<file path="src/rtl/vr_credit_bridge.sv">
module vr_credit_bridge #(
  parameter int W       = 32,
  parameter int DEPTH   = 4,
  parameter int CREDITS = 8
) (
  input  logic         clk,
  input  logic         rst_n,
  input  logic         in_valid,
  output logic         in_ready,
  input  logic [W-1:0] in_data,
  output logic         out_valid,
  output logic [W-1:0] out_data,
  input  logic         credit_ret
);
  localparam int PW   = (DEPTH > 1) ? $clog2(DEPTH) : 1;
  localparam int CNTW = $clog2(DEPTH + 1);
  localparam int CW   = $clog2(CREDITS + 1);
  localparam logic [CNTW-1:0] FULL     = CNTW'(DEPTH);
  localparam logic [CW-1:0]   CRED_MAX = CW'(CREDITS);
  localparam logic [PW-1:0]   LAST     = PW'(DEPTH - 1);

  logic [W-1:0]    mem [DEPTH];
  logic [PW-1:0]   wr_ptr, rd_ptr;
  logic [CNTW-1:0] count;
  logic [CW-1:0]   credit;
  logic            push, launch;

  assign in_ready = (count != FULL);
  assign push     = in_valid && in_ready;
  assign launch   = (count != '0) && (credit != '0);

  always_ff @(posedge clk) begin
    if (push) mem[wr_ptr] <= in_data;
  end

  always_ff @(posedge clk) begin
    if (!rst_n) begin
      wr_ptr <= '0;
      rd_ptr <= '0;
      count  <= '0;
    end else begin
      if (push)   wr_ptr <= (wr_ptr == LAST) ? '0 : wr_ptr + 1'b1;
      if (launch) rd_ptr <= (rd_ptr == LAST) ? '0 : rd_ptr + 1'b1;
      case ({push, launch})
        2'b10:   count <= count + 1'b1;
        2'b01:   count <= count - 1'b1;
        default: count <= count;
      endcase
    end
  end

  always_ff @(posedge clk) begin
    if (!rst_n) begin
      credit <= CRED_MAX;
    end else begin
      case ({credit_ret, launch})
        2'b10:   credit <= credit + 1'b1;
        2'b01:   credit <= credit - 1'b1;
        default: credit <= credit;
      endcase
    end
  end

  always_ff @(posedge clk) begin
    if (!rst_n) begin
      out_valid <= 1'b0;
      out_data  <= '0;
    end else begin
      out_valid <= launch;
      if (launch) out_data <= mem[rd_ptr];
    end
  end

  a_r8_no_overflow: assert property (@(posedge clk) disable iff (!rst_n)
    credit <= CRED_MAX);

  a_r3_launch_spends: assert property (@(posedge clk) disable iff (!rst_n)
    out_valid && !$past(credit_ret) |-> credit == $past(credit) - CW'(1));

  a_r7_ret_with_launch: assert property (@(posedge clk) disable iff (!rst_n)
    credit_ret && launch |=> $stable(credit));

  a_r4_ret_adds: assert property (@(posedge clk) disable iff (!rst_n)
    credit_ret && !launch |=> credit == $past(credit) + CW'(1));

  a_r2_count_bound: assert property (@(posedge clk) disable iff (!rst_n)
    count <= FULL);

  a_r1_hold_when_blocked: assert property (@(posedge clk) disable iff (!rst_n)
    in_valid && !in_ready |=> count <= $past(count));
endmodule

</file>
<file path="config.mk">
export PLATFORM = sky130hd
export DESIGN_NAME = vr_credit_bridge
export DESIGN_NICKNAME = d
export VERILOG_FILES = /design/src/rtl/vr_credit_bridge.sv
export SDC_FILE = /design/constraint.sdc
export NUM_CORES = 1
export LEC_CHECK = 0
export BUFFER_PORTS_ARGS = -buffer_cell sky130_fd_sc_hd__buf_2
export CAP_MARGIN = 20
export CORE_ASPECT_RATIO = 1.25
export CORE_UTILIZATION = 58
export DETAILED_ROUTE_END_ITERATION = 12
export PLACE_DENSITY = 0.79
export SYNTH_ARGS = -nofsm -noshare
export SYNTH_HDL_FRONTEND = slang
export SYNTH_SLANG_ARGS = --single-unit
</file>
<file path="constraint.sdc">
create_clock -name clk -period 3.3 [get_ports clk]
set_input_delay 0.495 -clock clk [delete_from_list [all_inputs] [get_ports clk]]
set_output_delay 0.495 -clock clk [all_outputs]
set_load 0.02 [all_outputs]
</file>
**Yosys cells after proc, flatten, opt, wreduce, memory -nomap -nowiden**

Memories as Yosys holds them, arrays and structs flattened. A register that Yosys moved wholly into a read port is not among the register bits.
Index checks and enable logic that the tools add are counted.

- Multipliers: 0
- Add/subtract/negate cells: 6
- Shift-type cells: 0
- Muxes and demuxes: 6
- Div/mod/pow operators: 0
- Reduce and logical (&&, ||, !) cells: 7
- Eq/ne operators: 7
- Bitwise gates (word level): 0
- Magnitude comparators: 0

Operators with widths:

| cell | count |
|---|---|
| 2-bit == test (second input constant) | 4 |
| 4-bit one-hot mux with 2 select lines | 1 |
| 3-bit one-hot mux with 2 select lines | 1 |
| 2-bit by 1-bit adder with 2-bit output (second input constant) | 2 |
| 4-bit by 1-bit adder with 4-bit output (second input constant) | 1 |
| 2-bit by 1-bit == test with 1-bit output (second input constant) | 2 |
| 2-bit two-way mux | 2 |
| 2-bit nonzero test | 2 |
| 4-bit nonzero test | 1 |
| 4-bit by 1-bit subtractor with 4-bit output (second input constant) | 1 |
| 3-bit by 1-bit adder with 3-bit output (second input constant) | 1 |
| 3-bit != test (second input constant) | 1 |
| 3-bit nonzero test | 1 |
| 3-bit by 1-bit subtractor with 3-bit output (second input constant) | 1 |
| 1-bit logical AND | 2 |
| 1-bit two-way mux | 2 |
| 1-bit logical NOT | 1 |

- Register bits: 12
- Bits in latches: 0
- Memory bits (writable): 128
- Output and inout bits: 34
- Word-level logic and storage cells: 32
- Memory bits (read-only): 0
- Bits of input ports: 36
- Memories: 1

Memories:

| name | depth | bits a word | read ports | clocked after Yosys merged registers in | wr ports | RTL line | source |
|---|---|---|---|---|---|---|---|
| mem | 4 | 32 | 1 | 1 | 1 | 22 | `logic [W-1:0] mem [DEPTH];` |

**Logic depth before layout (Yosys ltp)**

Gate-level depths: netlist (run 1).

- Depth in word-level cells: 4
- Depth in mapped cells: 11
- Depth with buffers taken out: 10

**Least setup slack after synthesis (run 1)**

OpenSTA, ideal clock, no wires.

- Kind: reg2reg
- Start: reg credit[0]
- End: reg credit[3]
- Stages on the path, launching flop included: 9
- Library setup time: 0.121 ns
- Clock period less this slack: 2.556 ns
- Data required time: 3.179 ns
- Buffers on the path: 1
- Arrival: 2.435 ns
- Slack: 0.744 ns
- Cell sequence: dfxtp_1 -> or4_4 -> o31ai_4 -> inv_6 -> buf_6 -> ha_1 -> or3_1 -> o32ai_1 -> mux2_2

- Word-level cells in the longest chain between the ends: 4
- Elaborated cells between the ends (all ways): 8
- Classes of those cells: 2 x add/sub; 2 x eq/ne; 1 x mux; 3 x reduce/logical

Ends and longest elaborated chain:

| what | RTL line | source |
|---|---|---|
| from (decl) | 25 | `logic [CW-1:0] credit;` |
| from (signal assigned) | 57 | `2'b10: credit <= credit + 1'b1;` |
| from (signal assigned) | 58 | `2'b01: credit <= credit - 1'b1;` |
| from (signal assigned) | 59 | `default: credit <= credit;` |
| 4-bit nonzero test (*) | 30 | `assign launch = (count != '0) && (credit != '0);` |
| 1-bit logical AND (*) | 30 |  |
| named net launch | 26 | `logic push, launch;` |
| 2-bit by 1-bit == test with 1-bit output or 2-bit == test (tied branches) | 56 | `case ({credit_ret, launch})` |
| 4-bit one-hot mux with 2 select lines or 2-bit nonzero test (tied branches) | - |  |

The timed path passes the listed nets; every way through them passes the cells marked *.
A chain may end at the register's enable or synchronous reset.

**Worst setup path in the final report (run 1)**

- Start: reg credit[0]
- End: reg credit[2]

- Word-level cells in the longest chain between the ends: 4
- Elaborated cells between the ends (all ways): 8
- Classes of those cells: 2 x add/sub; 2 x eq/ne; 1 x mux; 3 x reduce/logical

Ends and longest elaborated chain:

| what |
|---|
| parallel branches: the longest is 4 deep, another holds 4-bit by 1-bit subtractor with 4-bit output |

Parallel ways; which one is timed is not known.

==> flow_metrics.tcl, run 1 <==
set metrics [dict create \
    status "finished with violations" \
    violations "design-rule violations" \
    setup_tns_ns 0 \
    critPathMaxFanout 37 \
    worst_pin_slew_ns 0.918 \
    cts_buffers 17 \
    synth_seq_cells 172 \
    period_minus_slack_ns 2.65 \
    insertion_delay_ns 0.42 \
    met2WireLength_um 6500 \
    drv_slew 0 \
    instances_no_fill 604 \
    cts_buffer_depth 2 \
    synth_nets 431 \
    antennaDiodeCount 0 \
    dieArea_mm2 0.0120 \
    cts_tree "built" \
    path_clk_slew_ns 0.06 \
    syn_area_mm2 0.00670 \
    grt_pass1_vias 3537 \
    synthTopCellsByArea "edfxtp_1 (57%), dfxtp_1 (13%), mux4_2 (11%), a21boi_2 (5.0%), nand2_1 (3.8%)" \
    cp-end-kind "flip-flop" \
    arrival_ns 2.99 \
    drc 3 \
    track_usage 0.215 \
    yosysTopAreaCellShare 0.574 \
    post_drt_via_cell_ratio 5.68 \
    hold_viol 0 \
    wl_met1_um 4690 \
    leakage_nw 2.74 \
    n_fill_cell 732 \
    ctsHoldBuffers 0 \
    die_x_um 98.1 \
    root_buffer "clkbuf_16" \
    ios 70 \
    cts_setup_buffers 0 \
    powerDensity_mw_per_mm2 904 \
    drt_iter0_drc 232 \
    fin_skew_ns 0.00950 \
    postSynthAreaPerCell_um2 17.4 \
    min_period_over_period 0.803 \
    rsz0062_at_grt "no" \
    ir_drop_mv 0.475 \
    required_ns 3.64 \
    portBuffers 69 \
    dieHeight_um 122 \
    rows 43 \
    wl_met3_um 534 \
    synth_top_cell_by_area "edfxtp_1" \
    synth.distinct_cells 33 \
    antenna_found_initial 0 \
    fmax_ghz 0.378 \
    setup_violations 0 \
    place.gp.congestion 0.709 \
    coreArea_mm2 0.0112 \
    maxSlewHeadroom 0.388 \
    start_kind "flip-flop" \
    layout.nets 502 \
    initial_utilization 0.598 \
    htree_levels 4 \
    drv_cap 0 \
    routedWlPerCell_um 19.6 \
    dp_hpwl_um 6610 \
    first_pass_iters 8 \
    final_layout_size_suffix_gt1_frac 0.377 \
    syn_inst 385 \
    synth_warnings 0 \
    dp_cells 572 \
    total_power_mw 6.98 \
    drt_wl_total_um 11900 \
    hold-worst-slack_ns 0.289 \
    gr-total-overflow 0 \
    path_class "reg -> reg" \
    top_layer_used "met4" \
    cts_num_sinks 172 \
    min_path_type "in -> reg" \
    grt_max_degree 46 \
    cts_resized 0 \
    syn_to_final_growth_pct 15.3 \
    vias 3432 \
    utilization 0.690 \
    postRouteAntennaNets 0 \
    grt_pass1_wl_um 18500 \
    seq_area_frac_synth 0.706 \
]
==> cells in the final DEF, fill, tap and decap left out, drive strengths merged, types with 3 or more instances in the layout <==
cell / count
edfxtp: 128
buf: 71
nand2: 71
dfxtp: 44
a21boi: 37
mux4: 32
clkbuf: 19
ha: 9
inv: 8
clkinv: 6
or3: 5
and2: 5
and3: 4
bufinv: 4
xor2: 3
o21ai: 3
nor2b: 3
==> report_power, final <==
group          internal (mW)  total (mW)  switching (mW)
Combinational          0.778        1.91            1.13
Clock                   1.29        2.09           0.796
Sequential              2.71        2.99           0.276
Total                   4.78        6.98            2.20
==> cell type report <==
| type | count | area, um^2 | share of cell area |
|---|---|---|---|
| clock buffers | 19 | 443 | 0.0574 |
| clock inverters | 13 | 191 | 0.0248 |
| inverters | 7 | 31.3 | 0.00405 |
| multi-input cells | 187 | 1800 | 0.233 |
| flip-flops and latches | 172 | 4730 | 0.612 |
| well taps | 135 | 169 | 0.0219 |
| repair buffers | 71 | 360 | 0.0467 |
==> logic make-up (layout without fill, tap and decap cells) <==
family,count (synthesis),in the layout,synth area share
muxes,35,35,0.112
DFF,172,172,0.706
and+or+nand+nor,92,92,0.0618
xor gates and xnor gates,5,5,0.00654
AOI/OAI and AO/OA,45,45,0.0675
adders and majority gates,10,10,0.0198
buffers and inverters,26,110,0.0263
==> final timing paths <==
check / from / endpoint / slack, ns / cells after the start
worst min register to register: out_data[4] / out_data[4] / 0.46 / 2
worst max register to register: credit[0] / credit[2] / 0.65 / 10
worst min-delay path: in_data[21] / mem[2][21] / 0.29 / 1
worst max-delay path: credit[0] / credit[2] / 0.65 / 10
==> registers in the layout, indices dropped and copies added, names as in the netlist <==
name,flops
credit,4
count,3
out_valid,1
wr_ptr,2
rd_ptr,2
out_data,32
mem,128
==> per-stage QoR <==
stage,area (um^2),worst slack [ns]
2_1_floorplan,6700,0.744
3_3_place_gp,7090,0.764
3_5_place_dp,7090,0.667
4_1_cts,7720,0.635
5_1_grt,7720,0.576
6_report,7720,0.651
==> synth_stat cells, drive strengths merged <==
library cell / count
a31oi: 1
o31ai: 1
buf: 14
mux2: 2
a21oi: 2
xor2: 3
and2: 5
or3: 5
o32ai: 1
and2b: 1
and3: 4
ha: 9
nor2b: 3
edfxtp: 128
inv: 7
fa: 1
xnor2: 2
nand2: 71
dfxtp: 44
nand2b: 1
o21ai: 3
or4: 1
or3b: 1
mux4: 32
clkbuf: 5
a21boi: 37
mux2i: 1
==> worst max-delay path, stage by stage, from the launching register on <==
cell,delay (ns)
dfxtp_1,0.36
or4_4,0.54
o31ai_4,0.10
inv_6,0.17
ha_1,0.30
xor2_1,0.17
ha_1,0.19
a21oi_1,0.16
xor2_1,0.09
or3_1,0.30
a21boi_0,0.18
==> layer usage <==
metal,global-route usage,vias up
li1,-,1587
met1,0.258,1750
met2,0.372,87
met3,0.0602,8
met4,0.0843,0
met5,0,-
No activity file was read; power rests on OpenSTA's default activity.
==> inputs of run 2 (changes only) <==
--- a/config.mk
+++ b/config.mk
@@ -5,12 +5,13 @@
 export SDC_FILE = /design/constraint.sdc
 export NUM_CORES = 1
 export LEC_CHECK = 0
+export ABC_AREA = 1
 export BUFFER_PORTS_ARGS = -buffer_cell sky130_fd_sc_hd__buf_2
 export CAP_MARGIN = 20
 export CORE_ASPECT_RATIO = 1.25
-export CORE_UTILIZATION = 58
+export CORE_UTILIZATION = 52
 export DETAILED_ROUTE_END_ITERATION = 12
-export PLACE_DENSITY = 0.79
+export PLACE_DENSITY = 0.75
 export SYNTH_ARGS = -nofsm -noshare
 export SYNTH_HDL_FRONTEND = slang
 export SYNTH_SLANG_ARGS = --single-unit
==> constraint.sdc (replaced) <==
create_clock -name clk -period 2.25 [get_ports clk]
set_input_delay 0.3375 -clock clk [delete_from_list [all_inputs] [get_ports clk]]
set_output_delay 0.3375 -clock clk [all_outputs]
set_load 0.02 [all_outputs]
==> run 2 against run 1 <==
Largest power group unchanged. Worst hold slack worse by 0.16 ns. Via count grew 28%. Highest routed layer unchanged. Power up 57%. The run now ends clean. Largest cell class unchanged.
==> flow_metrics.tcl, run 2 <==
set metrics [dict create \
    maxSlewHeadroom 0.547 \
    fin_skew_ns 0.00610 \
    grt_pass1_vias 4284 \
    synth-main-ff-cell "edfxtp_1" \
    synth_compound_area_frac 0.118 \
    dp_cells 766 \
    dp_hpwl_um 7710 \
    cp.depth 15 \
    post_drt_via_cell_ratio 5.50 \
    synthAdderAreaFrac 0.0202 \
    hold_depth 1 \
    p_int_mw 6.97 \
    vias 4387 \
    dieArea_mm2 0.0131 \
    drv_cap 0 \
    leakage_nw 2.89 \
    track_usage 0.213 \
    r2r_cells 15 \
    ir_drop_mv 0.698 \
    syn_to_final_growth_pct 16.8 \
    path_cells "inv_2 > nand3_1 > nand2_1 > inv_2 > ha_1 > nand2_1 > inv_1 > nor2_1 > ha_1 > a21oi_1 > nor2_1 > nor2_1 > nand2_1 > nand2_1 > inv_1" \
    synth_warnings 0 \
    synth-simple-area-share 0.0955 \
    cp-end-kind "flip-flop" \
    gr-total-overflow 0 \
    slowest_stage "dfxtp_1" \
    cts_num_sinks 172 \
    syn_area_mm2 0.00656 \
    yosysTopAreaCellShare 0.586 \
    min_path_type "in -> reg" \
    htree_levels 4 \
    hold_viol 0 \
    seq_area_frac_synth 0.720 \
    final_layout_size_suffix_gt1_frac 0.200 \
    instances_no_fill 798 \
    routedWlPerCell_um 16.2 \
    swShare 0.366 \
    post-place-ws_ns 0.391 \
    setup_tns_ns 0 \
    grt_max_degree 67 \
    die_x_um 102 \
    path_clk_slew_ns 0.07 \
    worst_pin_slew_ns 0.679 \
    reg_top3 "mem (128), out_data (32), credit (4)" \
    cp_slowest_stage_delay_ns 0.38 \
    p_clk_frac 0.271 \
    critical-path-top-delay-family "simple AND/OR/NAND/NOR gates" \
    postRouteAntennaNets 0 \
    drc 0 \
    min_period_over_period 0.841 \
    synth_edf_count 128 \
    utilization 0.627 \
    async_flop_share 0 \
    fmax_ghz 0.528 \
    sequentialPowerShare 0.386 \
    cts_resized 0 \
    period_minus_slack_ns 1.89 \
    rows 45 \
    coreArea_mm2 0.0122 \
    synth_top_family_by_area "compound AO/OA/AOI/OAI gates" \
    drt_iter0_drc 204 \
    ios 70 \
    rsz0062_at_grt "no" \
    start_kind "flip-flop" \
    r2r_start "credit[2]" \
    portBuffers 69 \
    powerDensity_mw_per_mm2 1430 \
    path_class "reg -> reg" \
    layout_common_cells "nor2_1 (141), edfxtp_1 (128), o21ai_0 (78)" \
    crit_top_cell "nand2_1" \
    postSynthAreaPerCell_um2 11.9 \
    synth_seq_cells 172 \
    ctsHoldBuffers 0 \
    synthMuxAreaShare 0 \
    grt_pass1_wl_um 20600 \
    first_pass_iters 5 \
    cts_tree "built" \
    dieHeight_um 128 \
    syn_inst 551 \
    p_sw_mw 4.02 \
    r2r-end "credit[2]" \
    synth_xor_area_frac 0.00267 \
    cts_buffers 17 \
    arrival_ns 2.21 \
    crit_buf_inv 4 \
    p_comb_frac 0.343 \
    root_buffer "clkbuf_16" \
    status "finished, final reports clean" \
    cp-endpoint "credit[2]" \
    largest_reg_flops 128 \
    synthTopCellsByArea "edfxtp_1 (59%), dfxtp_1 (13%), nor2_1 (8.3%), o21ai_0 (5.9%), o22ai_1 (3.1%)" \
    rrSetupSlack_ns 0.36 \
    layout.nets 667 \
    synth_nets 597 \
    hold-worst-slack_ns 0.128 \
    place.gp.congestion 0.744 \
    required_ns 2.57 \
    setup.worst_path.start "credit[2]" \
    layout_setup_ws_ns 0.358 \
    antennaDiodeCount 0 \
    cts_buffer_depth 2 \
    insertion_delay_ns 0.42 \
    setup_violations 0 \
    drt_wl_total_um 12900 \
    initial_utilization 0.537 \
    synth.distinct_cells 21 \
    drv_slew 0 \
    layout_commonest_cell "nor2_1" \
    cts_setup_buffers 0 \
    synth_top_cell_by_area "edfxtp_1" \
    antenna_found_initial 0 \
    yosysMostFrequentCell "nor2_1" \
    critPathMaxFanout 4 \
    regMostFlops "mem" \
    synth_commonest_cells "nor2_1 (145), edfxtp_1 (128), o21ai_0 (78)" \
]
run 2: changes by cell type after synthesis, sizes merged, moves of 4 or more:
| cell | previous run | this run |
|---|---|---|
| nor2 | 0 | 145 |
| o21ai | 3 | 104 |
| nand2 | 71 | 14 |
| a21boi | 37 | 0 |
| mux4 | 32 | 0 |
| o22ai | 0 | 32 |
| inv | 7 | 23 |
| a21oi | 2 | 11 |
| buf | 14 | 21 |
| clkbuf | 5 | 11 |
| nand3 | 0 | 6 |
| and2 | 5 | 0 |
| or3 | 5 | 0 |
| and3 | 4 | 0 |
run 2: through the flow:
step	power, mW	instance area, um^2
CTS	11.1	7670
global route	11.6	7670
detailed placement	8.09	7050
global placement	7.90	7050
finish	11.0	7670
floorplan	7.09	6560
run 2: worst min-delay path by stage:
| stage | endpoint | from |
|---|---|---|
| 6_report | mem[3][17] | in_data[17] |
| 5_1_grt | mem[0][17] | in_data[17] |
| 4_1_cts | mem[3][17] | in_data[17] |
| 3_5_place_dp | count[2] | count[2] |
| 3_3_place_gp | count[2] | count[2] |
| 2_1_floorplan | mem[0][0] | in_data[0] |
run 2: worst register-to-register path, cell delays in order, from the launching register on:
cell and delay (ns):
dfxtp_1 0.38, inv_2 0.06, nand3_1 0.08, nand2_1 0.07, inv_2 0.09, ha_1 0.22
nand2_1 0.07, inv_1 0.07, nor2_1 0.06, ha_1 0.18, a21oi_1 0.19, nor2_1 0.08
nor2_1 0.09, nand2_1 0.06, nand2_1 0.06, inv_1 0.04
run 2: power by group through the flow:
| stage | clock (mW) | sequential, mW | combinational [mW] |
|---|---|---|---|
| CTS | 3.02 | 4.24 | 3.82 |
| detailed placement | 0 | 4.30 | 3.79 |
| global route | 3.14 | 4.29 | 4.22 |
| global placement | 0 | 4.27 | 3.63 |
| floorplan | 0 | 4.65 | 2.44 |
| finish | 2.97 | 4.24 | 3.77 |
run 2: logic make-up (layout without fill, tap and decap cells):
group | after synthesis | after routing
AO/OA/AOI/OAI | 147 | 147
flip-flops | 172 | 172
AND/OR/NAND/NOR | 165 | 165
adder cells (fa/ha/maj) | 10 | 10
buffers and inverters | 55 | 138
XOR/XNOR | 2 | 2
run 2: area by class of cell:
class | count | area (um^2)
Sequential cell | 172 | 4730
Clock inverter | 15 | 188
Clock buffer | 17 | 425
Inverter | 23 | 88.8
Fill cell | 929 | 4550
Tap cell | 164 | 205
Multi-Input combinational cell | 324 | 1580
Timing Repair Buffer | 83 | 450
run 2: metal layers:
metal | global-route usage | vias to the layer above | part of all wire
li1 | - | 2083 | -
met1 | 0.248 | 2137 | 0.40
met2 | 0.370 | 146 | 0.53
met3 | 0.0449 | 21 | 0.053
met4 | 0.104 | 0 | 0.017
met5 | 0 | - | 0
